## config.mk

```make
export PLATFORM = sky130hd
export DESIGN_NAME = prot_sequencer
export DESIGN_NICKNAME = d
export VERILOG_FILES = /design/src/rtl/prot_seq_pkg.sv /design/src/rtl/prot_delay_timer.sv /design/src/rtl/prot_fault_qualify.sv /design/src/rtl/prot_seq_fsm.sv /design/src/rtl/prot_sequencer.sv
export SDC_FILE = /design/constraint.sdc
export NUM_CORES = 1
export LEC_CHECK = 0
export BUFFER_PORTS_ARGS = -buffer_cell sky130_fd_sc_hd__buf_2
export CORE_MARGIN = 4
export CORE_UTILIZATION = 35
export CTS_CLUSTER_DIAMETER = 200
export DETAILED_ROUTE_END_ITERATION = 6
export GPL_ROUTABILITY_DRIVEN = 0
export GPL_TIMING_DRIVEN = 0
export SYNTH_ARGS = -nofsm -noshare
export SYNTH_HDL_FRONTEND = slang
export SYNTH_SLANG_ARGS = --single-unit
```

## constraint.sdc

```tcl
create_clock -name clk -period 3.3 [get_ports clk]
set_input_delay 0.495 -clock clk [delete_from_list [all_inputs] [get_ports clk]]
set_output_delay 0.495 -clock clk [all_outputs]
set_load 0.03 [all_outputs]
```

## src/rtl/prot_seq_pkg.sv

```systemverilog
package prot_seq_pkg;

  typedef enum logic [2:0] {
    ST_WAIT_LINE = 3'd0,
    ST_SOFT      = 3'd1,
    ST_RUN       = 3'd2,
    ST_LINE_HALT = 3'd3,
    ST_PROT      = 3'd4
  } seq_state_e;

  // timer slots
  localparam int FI_BO   = 0;
  localparam int FI_LOVP = 1;
  localparam int FI_VOVP = 2;
  localparam int FI_OLP  = 3;
  localparam int FI_AR   = 4;
  localparam int NUM_TMR = 5;

endpackage

```

## src/rtl/prot_delay_timer.sv

```systemverilog
module prot_delay_timer #(
  parameter int unsigned LIMIT = 100
) (
  input  logic clk,
  input  logic rst,
  input  logic cond,
  input  logic tick,
  output logic expired
);
  localparam int CW = $clog2(LIMIT + 1);
  localparam logic [CW-1:0] LIM_C = LIMIT[CW-1:0];

  logic [CW-1:0] cnt;

  always_ff @(posedge clk) begin
    if (rst) begin
      cnt <= '0;
    end else if (!cond) begin
      cnt <= '0;
    end else if (tick && (cnt != LIM_C)) begin
      cnt <= cnt + CW'(1);
    end
  end

  assign expired = cond && (cnt == LIM_C);

  AST_TMR_CLEAR: assert property (@(posedge clk) disable iff (rst)
    !cond |=> !expired);

  AST_TMR_ON_TICK: assert property (@(posedge clk) disable iff (rst)
    (cond && !expired && !tick) |=> !expired);

endmodule

```

## src/rtl/prot_fault_qualify.sv

```systemverilog
module prot_fault_qualify
  import prot_seq_pkg::*;
(
  input  seq_state_e           state,
  input  logic                 line_det_en,
  input  logic                 line_lo_bo,
  input  logic                 line_hi_ovp,
  input  logic                 vcc_ovp,
  input  logic                 comp_hi_olp,
  output logic [NUM_TMR-1:0]   tmr_cond
);
  logic switching;
  logic powered;

  always_comb begin
    switching = (state == ST_SOFT) || (state == ST_RUN);
    powered   = switching || (state == ST_LINE_HALT);
    tmr_cond  = '0;
    tmr_cond[FI_BO]   = line_det_en && line_lo_bo  && switching;
    tmr_cond[FI_LOVP] = line_det_en && line_hi_ovp && switching;
    tmr_cond[FI_VOVP] = vcc_ovp && powered;
    tmr_cond[FI_OLP]  = comp_hi_olp && (state == ST_RUN);
    tmr_cond[FI_AR]   = (state == ST_PROT);
  end

endmodule

```

## src/rtl/prot_seq_fsm.sv

```systemverilog
module prot_seq_fsm
  import prot_seq_pkg::*;
(
  input  logic               clk,
  input  logic               rst,
  input  logic               line_det_en,
  input  logic               line_lo_bi,
  input  logic               line_lo_rec,
  input  logic               temp_hot,
  input  logic               temp_ok,
  input  logic               ss_done,
  input  logic [NUM_TMR-1:0] tmr_exp,
  output seq_state_e         state,
  output logic               sw_en,
  output logic               ss_req,
  output logic               prot_mode
);
  seq_state_e nxt;
  logic otp_latch;
  logic prot_fault;
  logic halt_fault;
  logic line_ok;
  logic halt_clear;
  logic restart_ok;

  always_comb begin
    prot_fault = temp_hot || tmr_exp[FI_BO] || tmr_exp[FI_VOVP] || tmr_exp[FI_OLP];
    halt_fault = temp_hot || tmr_exp[FI_VOVP];
    line_ok    = !line_det_en || !line_lo_bi;
    halt_clear = !line_det_en || line_lo_rec;
    restart_ok = tmr_exp[FI_AR] && (!otp_latch || temp_ok);
    nxt = state;
    unique case (state)
      ST_WAIT_LINE: if (line_ok) nxt = ST_SOFT;
      ST_SOFT: begin
        if (prot_fault)             nxt = ST_PROT;
        else if (tmr_exp[FI_LOVP])  nxt = ST_LINE_HALT;
        else if (ss_done)           nxt = ST_RUN;
      end
      ST_RUN: begin
        if (prot_fault)             nxt = ST_PROT;
        else if (tmr_exp[FI_LOVP])  nxt = ST_LINE_HALT;
      end
      ST_LINE_HALT: begin
        if (halt_fault)             nxt = ST_PROT;
        else if (halt_clear)        nxt = ST_SOFT;
      end
      ST_PROT: if (restart_ok) nxt = ST_WAIT_LINE;
      default: nxt = ST_WAIT_LINE;
    endcase
  end

  always_ff @(posedge clk) begin
    if (rst) begin
      state     <= ST_WAIT_LINE;
      sw_en     <= 1'b0;
      ss_req    <= 1'b0;
      prot_mode <= 1'b0;
      otp_latch <= 1'b0;
    end else begin
      state     <= nxt;
      sw_en     <= (nxt == ST_SOFT) || (nxt == ST_RUN);
      ss_req    <= (nxt == ST_SOFT);
      prot_mode <= (nxt == ST_PROT);
      if (temp_hot)     otp_latch <= 1'b1;
      else if (temp_ok) otp_latch <= 1'b0;
    end
  end

  AST_WAIT_BROWN_IN: assert property (@(posedge clk) disable iff (rst)
    (state == ST_WAIT_LINE && line_det_en && line_lo_bi) |=> !sw_en);

  AST_SS_TO_RUN: assert property (@(posedge clk) disable iff (rst)
    (state == ST_SOFT && ss_done && !prot_fault && !tmr_exp[FI_LOVP]) |=> (sw_en && !ss_req));

  AST_HALT_HOLD: assert property (@(posedge clk) disable iff (rst)
    (state == ST_LINE_HALT && line_det_en && !line_lo_rec && !halt_fault) |=> (!sw_en && !prot_mode));

  AST_HALT_RESUME: assert property (@(posedge clk) disable iff (rst)
    (state == ST_LINE_HALT && line_lo_rec && !halt_fault) |=> (ss_req && !prot_mode));

  AST_OTP_TRIP: assert property (@(posedge clk) disable iff (rst)
    ((state == ST_SOFT || state == ST_RUN) && temp_hot) |=> prot_mode);

  AST_OTP_BLOCK: assert property (@(posedge clk) disable iff (rst)
    (prot_mode && otp_latch && !temp_ok) |=> prot_mode);

  AST_PRIORITY: assert property (@(posedge clk) disable iff (rst)
    ((state == ST_SOFT || state == ST_RUN) && tmr_exp[FI_LOVP] && prot_fault) |=> (prot_mode && !sw_en));

endmodule

```

## src/rtl/prot_sequencer.sv

```systemverilog
module prot_sequencer
  import prot_seq_pkg::*;
#(
  parameter int unsigned BO_MS   = 100,
  parameter int unsigned LOVP_MS = 2,
  parameter int unsigned VOVP_MS = 6,
  parameter int unsigned OLP_MS  = 60,
  parameter int unsigned AR_MS   = 800
) (
  input  logic clk,
  input  logic rst,
  input  logic line_det_en,
  input  logic line_lo_bi,
  input  logic line_lo_bo,
  input  logic line_hi_ovp,
  input  logic line_lo_rec,
  input  logic vcc_ovp,
  input  logic comp_hi_olp,
  input  logic temp_hot,
  input  logic temp_ok,
  input  logic ss_done,
  input  logic ms_tick,
  output logic sw_en,
  output logic ss_req,
  output logic prot_mode
);
  seq_state_e         state;
  logic [NUM_TMR-1:0] tmr_cond;
  logic [NUM_TMR-1:0] tmr_exp;

  prot_fault_qualify u_qual (
    .state       (state),
    .line_det_en (line_det_en),
    .line_lo_bo  (line_lo_bo),
    .line_hi_ovp (line_hi_ovp),
    .vcc_ovp     (vcc_ovp),
    .comp_hi_olp (comp_hi_olp),
    .tmr_cond    (tmr_cond)
  );

  for (genvar i = 0; i < NUM_TMR; i++) begin : g_tmr
    localparam int unsigned LIM =
      (i == FI_BO)   ? BO_MS   :
      (i == FI_LOVP) ? LOVP_MS :
      (i == FI_VOVP) ? VOVP_MS :
      (i == FI_OLP)  ? OLP_MS  : AR_MS;
    prot_delay_timer #(.LIMIT(LIM)) u_tmr (
      .clk     (clk),
      .rst     (rst),
      .cond    (tmr_cond[i]),
      .tick    (ms_tick),
      .expired (tmr_exp[i])
    );
  end

  prot_seq_fsm u_fsm (
    .clk         (clk),
    .rst         (rst),
    .line_det_en (line_det_en),
    .line_lo_bi  (line_lo_bi),
    .line_lo_rec (line_lo_rec),
    .temp_hot    (temp_hot),
    .temp_ok     (temp_ok),
    .ss_done     (ss_done),
    .tmr_exp     (tmr_exp),
    .state       (state),
    .sw_en       (sw_en),
    .ss_req      (ss_req),
    .prot_mode   (prot_mode)
  );

endmodule

```

# Word-level counts from Yosys, hierarchy flattened
# Index checks and enable logic that the tools add are counted.
# totals
register_bits	35
inputBits	13
output_inout_bits	3
word_cells	86
# classes
addsub	5
n_eq_ne	17
muxes	12
n_bitwise	5
reduce_logical	37
# op_table
operator	count
$mux 3	9
$logic_and 1x1->1	17
$pmux 3 s5	1
$add 10x1->10 const B	1
$eq 10x10->1 const B	1
$logic_or 1x1->1	10
$ne 10x10->1 const B	1
$reduce_or 2->1	5
$eq 3x2->1 const B	3
$eq 3x3->1 const B	3
$add 7x1->7 const B	1
$eq 7x7->1 const B	1
$ne 7x7->1 const B	1
$add 6x1->6 const B	1
$eq 3x1->1 const B	2
$eq 6x6->1 const B	1
$ne 6x6->1 const B	1
$not 1->1	5
$add 3x1->3 const B	1
$logic_not 1->1	3
$logic_not 3->1	1
$ne 3x3->1 const B	1
$add 2x1->2 const B	1
$eq 2x2->1 const B	1
other kinds (3)	4

# Longest topological paths before layout
# Gate-level depths: netlist (run 1).
# logic_depth
depth_word	11
mapped_depth	7
depth_no_buf	7

# Modules after synthesis
# From an unflattened synthesis (run 1), not the netlist that was laid out.
# unflattened
cells_unflattened	226
area_unflattened_um2	1981.9
# modules_own_cells
mod	instances	cells_each	area_per_inst_um2	seq_area_each_um2
prot_delay_timer at g_tmr[4].u_tmr	1	66	548.0	200.2
prot_seq_fsm	1	44	376.6	140.1
prot_delay_timer at g_tmr[0].u_tmr	1	43	366.6	140.1
prot_delay_timer at g_tmr[3].u_tmr	1	38	335.3	120.1
prot_delay_timer at g_tmr[2].u_tmr	1	17	186.4	60.1
prot_delay_timer at g_tmr[1].u_tmr	1	11	105.1	40.0
prot_fault_qualify	1	7	63.8	0.0

# Least setup slack after synthesis (run 1)
# Ideal clock, no wire load.
# synth_path
path_kind	flip-flop to flip-flop
from	register g_tmr[3].u_tmr.cnt[0]
to	register u_fsm.ss_req
setup_ps	121
arrival_time_ps	1529
required_ps	3179
path_slack_ps	1650
stages_incl_launch_ff	8
path_buffers	0
period_less_slack_ps	1650
path_cell_list	dfxtp_1 -> inv_1 -> ha_1 -> and4_4 -> and3_4 -> nor4_4 -> o21ai_1 -> nor3b_2
# synth_via
elab_chain_cells	6
elab_cells_between_ends	7
classes_between	2 x eq/ne; 3 x mux; 2 x reduce/logical
# synth_lines
element	line_no	text
from (decl)	prot_delay_timer.sv:13	logic [CW-1:0] cnt;
from (signal assigned)	prot_delay_timer.sv:21	cnt <= cnt + CW'(1);
$eq 6x6->1 (*)	prot_delay_timer.sv:25	assign expired = cond && (cnt == LIM_C);
$logic_and 1x1->1 (*)	prot_delay_timer.sv:25	
$logic_or 1x1->1 (*)	prot_seq_fsm.sv:27	prot_fault = temp_hot || tmr_exp[FI_BO] || tmr_exp[FI_VOVP] || tmr_exp[FI_OLP];
$mux 3, on equally long branches	prot_seq_fsm.sv:41, prot_seq_fsm.sv:36	
$pmux 3 s5 (*)	prot_seq_fsm.sv:33	unique case (state)
$eq 3x1->1 (*)	prot_seq_fsm.sv:63	ss_req <= (nxt == ST_SOFT);
to (signal assigned)	prot_seq_fsm.sv:63	
to (decl)	prot_seq_fsm.sv:15	output logic ss_req,
# Mark *: on every way between the ends. The rest lies on a longest branch, timed or not.
# A chain may end at the register's enable or synchronous reset.

# Worst setup path in the final report (run 1)
# Same ends and word-level chain as after synthesis.

==> metrics, run 1 <==
status finished, final reports clean; wirelength, routed 3401 µm; Place WS 1.466 ns; Final Skew 0.001109 ns; Net Count, Synth 222; min Tclk post-route 1.815 ns; fin. max-slew vios 0; r2r endpoint u_fsm.ss_req$_SDFF_PP0_; Clock transition at path regs 0.07 ns; largest net degree at the start of global routing 11; Die Height 81.16 µm; Synth cell types 49; CP Max Fanout 5; P_sw 0.0002123 W; wire per inst 11.61 µm; worst path required time 3.47 ns; first-pass GRT wire length 5713 µm; Reg2Reg Depth 7; number of CTS-inserted buffers 5; Port Buffer Count 15; num ports 16; fillers 563; yosys warns 0; share of cells above drive strength 1 19.73%; P&R area growth vs syn 14.03%; worst r2r src g_tmr[3].u_tmr.cnt[0]$_SDFFE_PP0P_; CTS H-tree lvls 2; CTS tree yes; cell row count 26; crit path DAT 1.99 ns; Setup crit end u_fsm.ss_req$_SDFF_PP0_; Flop pwr share 49.7%; Critical Path End Type register; cell area after synthesis 0.001873 mm²; dominant synthesized flop cell dfxtp_1; full die area 0.006586 mm²; Syn Inst Count 200; final worst-path cycle share 54.99%; Initial Utilization 36.44%; register bit count reported by yosys 35; Post-DRT Antenna Nets 0; RSZ-0062 raised after global routing no; Fmax 551.0 MHz; later-pin clock latency in the skew report 0.28 ns; PD cells 411.4 mW/mm²; VDD IR-drop max 0.1978 mV; Logic pwr share 11.5%; DRC 0; post-route setup slack 1.485 ns; DR pass1 iterations 4; dpl hpwl 2616 µm; cts repair resizes 0; r2r setup slk 1.49 ns; WL met2 1589 µm; gr usage total 11.39%; gr ovfl total 0; Nets 244; setup tns final 0 ns; Max transition margin 69.73%; setup violators final 0; DR WL met3 114 µm; Fin. Hold Viols 0; Post-synth EDFFs 0; clock share of power 38.8%; Crit Path Category register to register; chip width 81.16 µm; Highest Signal Layer met4; final cell count without fillers 293; Worst Hold Class primary input to register; Async SR Flop Fraction 0%; sequential cell area fraction in the yosys report 37.41%; total setup buffers inserted after CTS 0; core area 0.005140 mm²; CTS Hold Bufs 0; vias in the first global route 1318; cell total after placement 285; Critical Path Source Type register; initial antenna violation count 0; Max-cap violations 0; wl on met1 1638 µm; Root Buffer Master clkbuf_8; Max Root-Sink Buffers 2; Ant. Diodes 0; Power Total 0.0008786 W; Sw Ratio 24.16%; DR vias/cell 4.765; DRT iter0 DRCs 67; actual slew at the worst max-slew pin 0.4477 ns; vias 1396; beginning of the critical path g_tmr[3].u_tmr.cnt[0]$_SDFFE_PP0P_; Clock Sinks 35; Avg Cell Area, Syn 9.365 µm²; internal power 0.0006663 W; leakage 0.8090 nW
==> per-stage QoR <==
step,hold slack [ns],area [µm²],util (%)
6_report,0.4985,2136,41.55
5_1_grt,0.4996,2136,41.55
4_1_cts,0.4942,2136,41.55
3_5_place_dp,0.4990,2036,39.61
3_3_place_gp,0.4808,2036,39.61
2_1_floorplan,0.4620,1873,-
==> cells by family after synthesis <==
| group | Yosys count | share of synthesized area (%) |
|---|---|---|
| compound gates | 30 | 9.754 |
| xor+xnor | 18 | 8.818 |
| fa+ha+maj | 9 | 6.012 |
| buf+inv | 17 | 5.210 |
| flops | 35 | 37.41 |
| mux | 1 | 0.5344 |
| simple gates | 90 | 32.27 |
==> power by group through the flow <==
stage          clock network [W]  logic (W)  registers (W)
6_report                0.000341   0.000101       0.000437
5_1_grt                 0.000370   0.000111       0.000438
4_1_cts                 0.000353   0.000103       0.000437
3_5_place_dp                   0   0.000102       0.000447
3_3_place_gp                   0   0.000102       0.000447
2_1_floorplan                  0  0.0000675       0.000455
==> how the worst min path moves through the flow <==
stage | from | to | slack (ns) | cells past startpoint
after floorplan | g_tmr[4].u_tmr.cnt[5]$_SDFFE_PP0P_ | g_tmr[4].u_tmr.cnt[5]$_SDFFE_PP0P_ | 0.46 | 2
after global placement | g_tmr[4].u_tmr.cnt[5]$_SDFFE_PP0P_ | g_tmr[4].u_tmr.cnt[5]$_SDFFE_PP0P_ | 0.48 | 2
after detailed placement | g_tmr[4].u_tmr.cnt[9]$_SDFFE_PP0P_ | g_tmr[4].u_tmr.cnt[9]$_SDFFE_PP0P_ | 0.50 | 2
after CTS | line_hi_ovp | g_tmr[1].u_tmr.cnt[0]$_SDFFE_PP0P_ | 0.49 | 3
after global routing | line_hi_ovp | g_tmr[1].u_tmr.cnt[0]$_SDFFE_PP0P_ | 0.50 | 3
final | line_hi_ovp | g_tmr[1].u_tmr.cnt[0]$_SDFFE_PP0P_ | 0.50 | 3
==> per-layer routing <==
metal  up-vias  GRT usage [%]
li1        742              -
met1       635          13.87
met2        13          18.47
met3         6          3.769
met4         0          4.561
met5         -              0
==> sequential cells by signal, summed over array words and instances (netlist names) <==
signal,flops
u_fsm.otp_latch,1
u_fsm.ss_req,1
u_fsm.prot_mode,1
u_fsm.sw_en,1
u_fsm.state,3
g_tmr.u_tmr.cnt,28
==> critical path, stage by stage, from the launching register on <==
cell,delay [ns]
dfxtp_1,0.38
inv_1,0.06
ha_1,0.20
and4_4,0.20
and3_4,0.18
nor4_4,0.37
o21ai_1,0.15
nor3b_2,0.18
==> Yosys cell counts, drive strengths merged, types with 2 or more instances <==
master	count	share of area, %
xor2	11	5.1
or3	6	2.0
nor4bb	2	1.9
nand4b	3	2.2
buf	4	2.1
ha	9	6.0
nand2	13	2.6
dfxtp	35	37
nor3	2	0.53
clkbuf	2	0.93
nor3b	3	1.7
xnor2	7	3.7
nor2	31	6.6
nor4b	3	1.7
or2b	2	0.94
nand3b	3	1.2
nand4	5	1.7
a21oi	15	4.2
nand3	3	0.80
o21ai	7	1.9
and3	6	2.3
nor4	2	2.3
inv	11	2.2
==> area by class of cell <==
cell class,instances,area (µm²),share of cell area (%)
sequential,35,700.7,32.81
clock buffer,8,100.1,4.687
buffer,6,56.30,2.636
multi-input combinational,148,1075,50.32
timing repair buffer,15,75.07,3.515
inverter,11,41.29,1.933
tap,70,87.58,4.101
==> cells in the final DEF (no fill, tap or decap), types with 3 or more instances in the layout <==
| cell | n |
|---|---|
| nand3_1 | 3 |
| nand3b_1 | 3 |
| buf_2 | 16 |
| nand4_1 | 5 |
| nand2_1 | 13 |
| or3_1 | 6 |
| o21ai_0 | 5 |
| and3_1 | 5 |
| dfxtp_1 | 35 |
| inv_1 | 11 |
| buf_6 | 3 |
| ha_1 | 9 |
| clkbuf_8 | 8 |
| xnor2_1 | 6 |
| a21oi_1 | 14 |
| xor2_1 | 11 |
| nor2_1 | 30 |
No activity file was read; power rests on OpenSTA's default activity.
==> inputs of run 2 (changes only) <==
==> constraint.sdc (replaced) <==
create_clock -name clk -period 1.6 [get_ports clk]
set_input_delay 0.24 -clock clk [delete_from_list [all_inputs] [get_ports clk]]
set_output_delay 0.24 -clock clk [all_outputs]
set_load 0.03 [all_outputs]
==> run 2 against run 1 <==
The run now ends with setup timing left. Sequential power up 110%. Non-clock buffer count grew 4. Combinational power rose by 120%. Critical path depth is the same. Clock power grew to 2.7 times the previous value. Wire length up 4.9%. Clock-buffer cell count fell by 2. Sequential cell count unchanged. Design area up 5.3%. First-iteration DRC count fell by 48%. Worst hold slack worse by 0.26 ns. Critical endpoint unchanged. Largest cell class unchanged.
==> metrics, run 2 (synthesis gave the netlist of run 1 again) <==
status finished with violations; failing checks setup timing; worst-path cell chain inv_2 -> ha_2 -> and4_4 -> and3_4 -> nor4_4 -> o21ai_1 -> nor3b_2; wire per inst 12.02 µm; Logic pwr share 10.7%; Critical Path End Type register; vias 1425; final worst-path cycle share 103.8%; num ports 16; CP Max Fanout 5; Worst path slowest cell nor4_4; fin util 43.77%; Root Buffer Master clkbuf_8; PD cells 913.6 mW/mm²; Crit path buffers/inverters 1; max reg flops 28; Port Buffer Count 15; post-route setup slack -0.06064 ns; gr usage total 11.83%; VDD IR-drop max 0.4446 mV; DRC 0; leakage 0.8555 nW; DRT iter0 DRCs 35; first-pass GRT wire length 6099 µm; clock share of power 45.4%; Post-DRT Antenna Nets 0; DR pass1 iterations 4; share of cells above drive strength 1 26.43%; Biggest register g_tmr.u_tmr.cnt; Place WS -0.1174 ns; internal power 0.001609 W; hold_ws 0.2381 ns; Worst Hold Class primary input to register; full die area 0.006586 mm²; cell row count 26; vias in the first global route 1382; DR vias/cell 4.798; Largest stage delay, worst path 0.37 ns; Clock transition at path regs 0.07 ns; Max transition margin 72.84%; Flop pwr share 43.9%; Initial Utilization 36.44%; largest net degree at the start of global routing 12; RSZ-0062 raised after global routing yes; crit path DAT 1.84 ns; gr ovfl total 0; min Tclk post-route 1.661 ns; Die Height 81.16 µm; Nets 248; CTS tree yes; dpl hpwl 2554 µm; initial antenna violation count 0; biggest regs g_tmr.u_tmr.cnt x28, u_fsm.state x3; Sw Ratio 21.71%; Fin. Hold Viols 0; Crit Path Category register to register; Final Skew 0.009837 ns; Power Total 0.002055 W; Ant. Diodes 0; number of CTS-inserted buffers 5; wirelength, routed 3569 µm; CTS H-tree lvls 2; Fmax 602.2 MHz; worst path required time 1.78 ns; later-pin clock latency in the skew report 0.28 ns; delay-heaviest family, CP simple AND/OR/NAND/NOR gates; core area 0.005140 mm²; Critical Path Source Type register; fin. max-slew vios 0; chip width 81.16 µm; actual slew at the worst max-slew pin 0.4061 ns; commonest non-fill, non-tap cell in the layout dfxtp_1; setup violators final 1; Clock Sinks 35; most frequent cells in the layout dfxtp_1 (33), nor2_1 (29), buf_2 (16); P_sw 0.0004463 W; Max Root-Sink Buffers 2; P&R area growth vs syn 20.11%; Max-cap violations 0
## run 2: cell count changes in the layout (fill, tap and decap cells not counted), sizes merged
| cell | change |
|---|---|
| buf | +4 |
| bufinv | +2 |
| clkbuf | -2 |
## run 2: final cells by class
class | count | area, µm²
Buffer | 6 | 56.30
Clock buffer | 6 | 72.57
Clock inverter | 2 | 60.06
Fill cell | 555 | 2890
Inverter | 11 | 41.29
Multi-Input combinational cell | 148 | 1124
Sequential cell | 35 | 703.2
Tap cell | 70 | 87.58
Timing Repair Buffer | 19 | 105.1
## run 2: per-stage QoR
| step | area (µm²) | setup TNS [ns] | instances |
|---|---|---|---|
| 2_1_floorplan | 1874 | 0 | 200 |
| 3_3_place_gp | 2037 | -0.2765 | 285 |
| 3_5_place_dp | 2037 | -0.3144 | 285 |
| 4_1_cts | 2207 | -0.04865 | 296 |
| 5_1_grt | 2250 | -0.5015 | 297 |
| 6_report | 2250 | -0.06064 | 297 |
## run 2: layer usage
metal	routed length, µm	track usage [%]	vias to the layer above
met1	1707	14.95	651
met2	1687	18.97	15
li1	-	-	752
met5	0	0	-
met3	121	3.659	7
met4	53	4.223	0
## run 2: path summary, 6_finish.rpt
| path | from | endpoint | slack [ns] | cells after the start |
|---|---|---|---|---|
| max | g_tmr[3].u_tmr.cnt[1]$_SDFFE_PP0P_ | u_fsm.ss_req$_SDFF_PP0_ | -0.06 | 7 |
| min reg2reg | g_tmr[1].u_tmr.cnt[1]$_SDFFE_PP0P_ | g_tmr[1].u_tmr.cnt[1]$_SDFFE_PP0P_ | 0.51 | 2 |
| max reg2reg | g_tmr[3].u_tmr.cnt[1]$_SDFFE_PP0P_ | u_fsm.ss_req$_SDFF_PP0_ | -0.06 | 7 |
| min | line_hi_ovp | g_tmr[1].u_tmr.cnt[0]$_SDFFE_PP0P_ | 0.24 | 3 |
## run 2: worst min-delay path, delay by kind of cell
family                 cells  cell delay (ns)
AND/OR/NAND/NOR            2             0.13
buffers and inverters      1             0.11
## run 2: power by group through the flow
stage	sequential, W	combinational [W]	clock (W)
floorplan	0.000938	0.000139	0
global placement	0.000921	0.000211	0
detailed placement	0.000921	0.000210	0
global route	0.000905	0.000243	0.00101
finish	0.000902	0.000220	0.000933
CTS	0.000901	0.000214	0.000968
## run 2: what timing repair did
item	in CTS	in global routing
setup endpoints to repair	6	10
resized for setup	6	7
hold buffers	0	0
endpoints found under the hold margin	0	0
buffers inserted	3	1
pin swaps	1	2
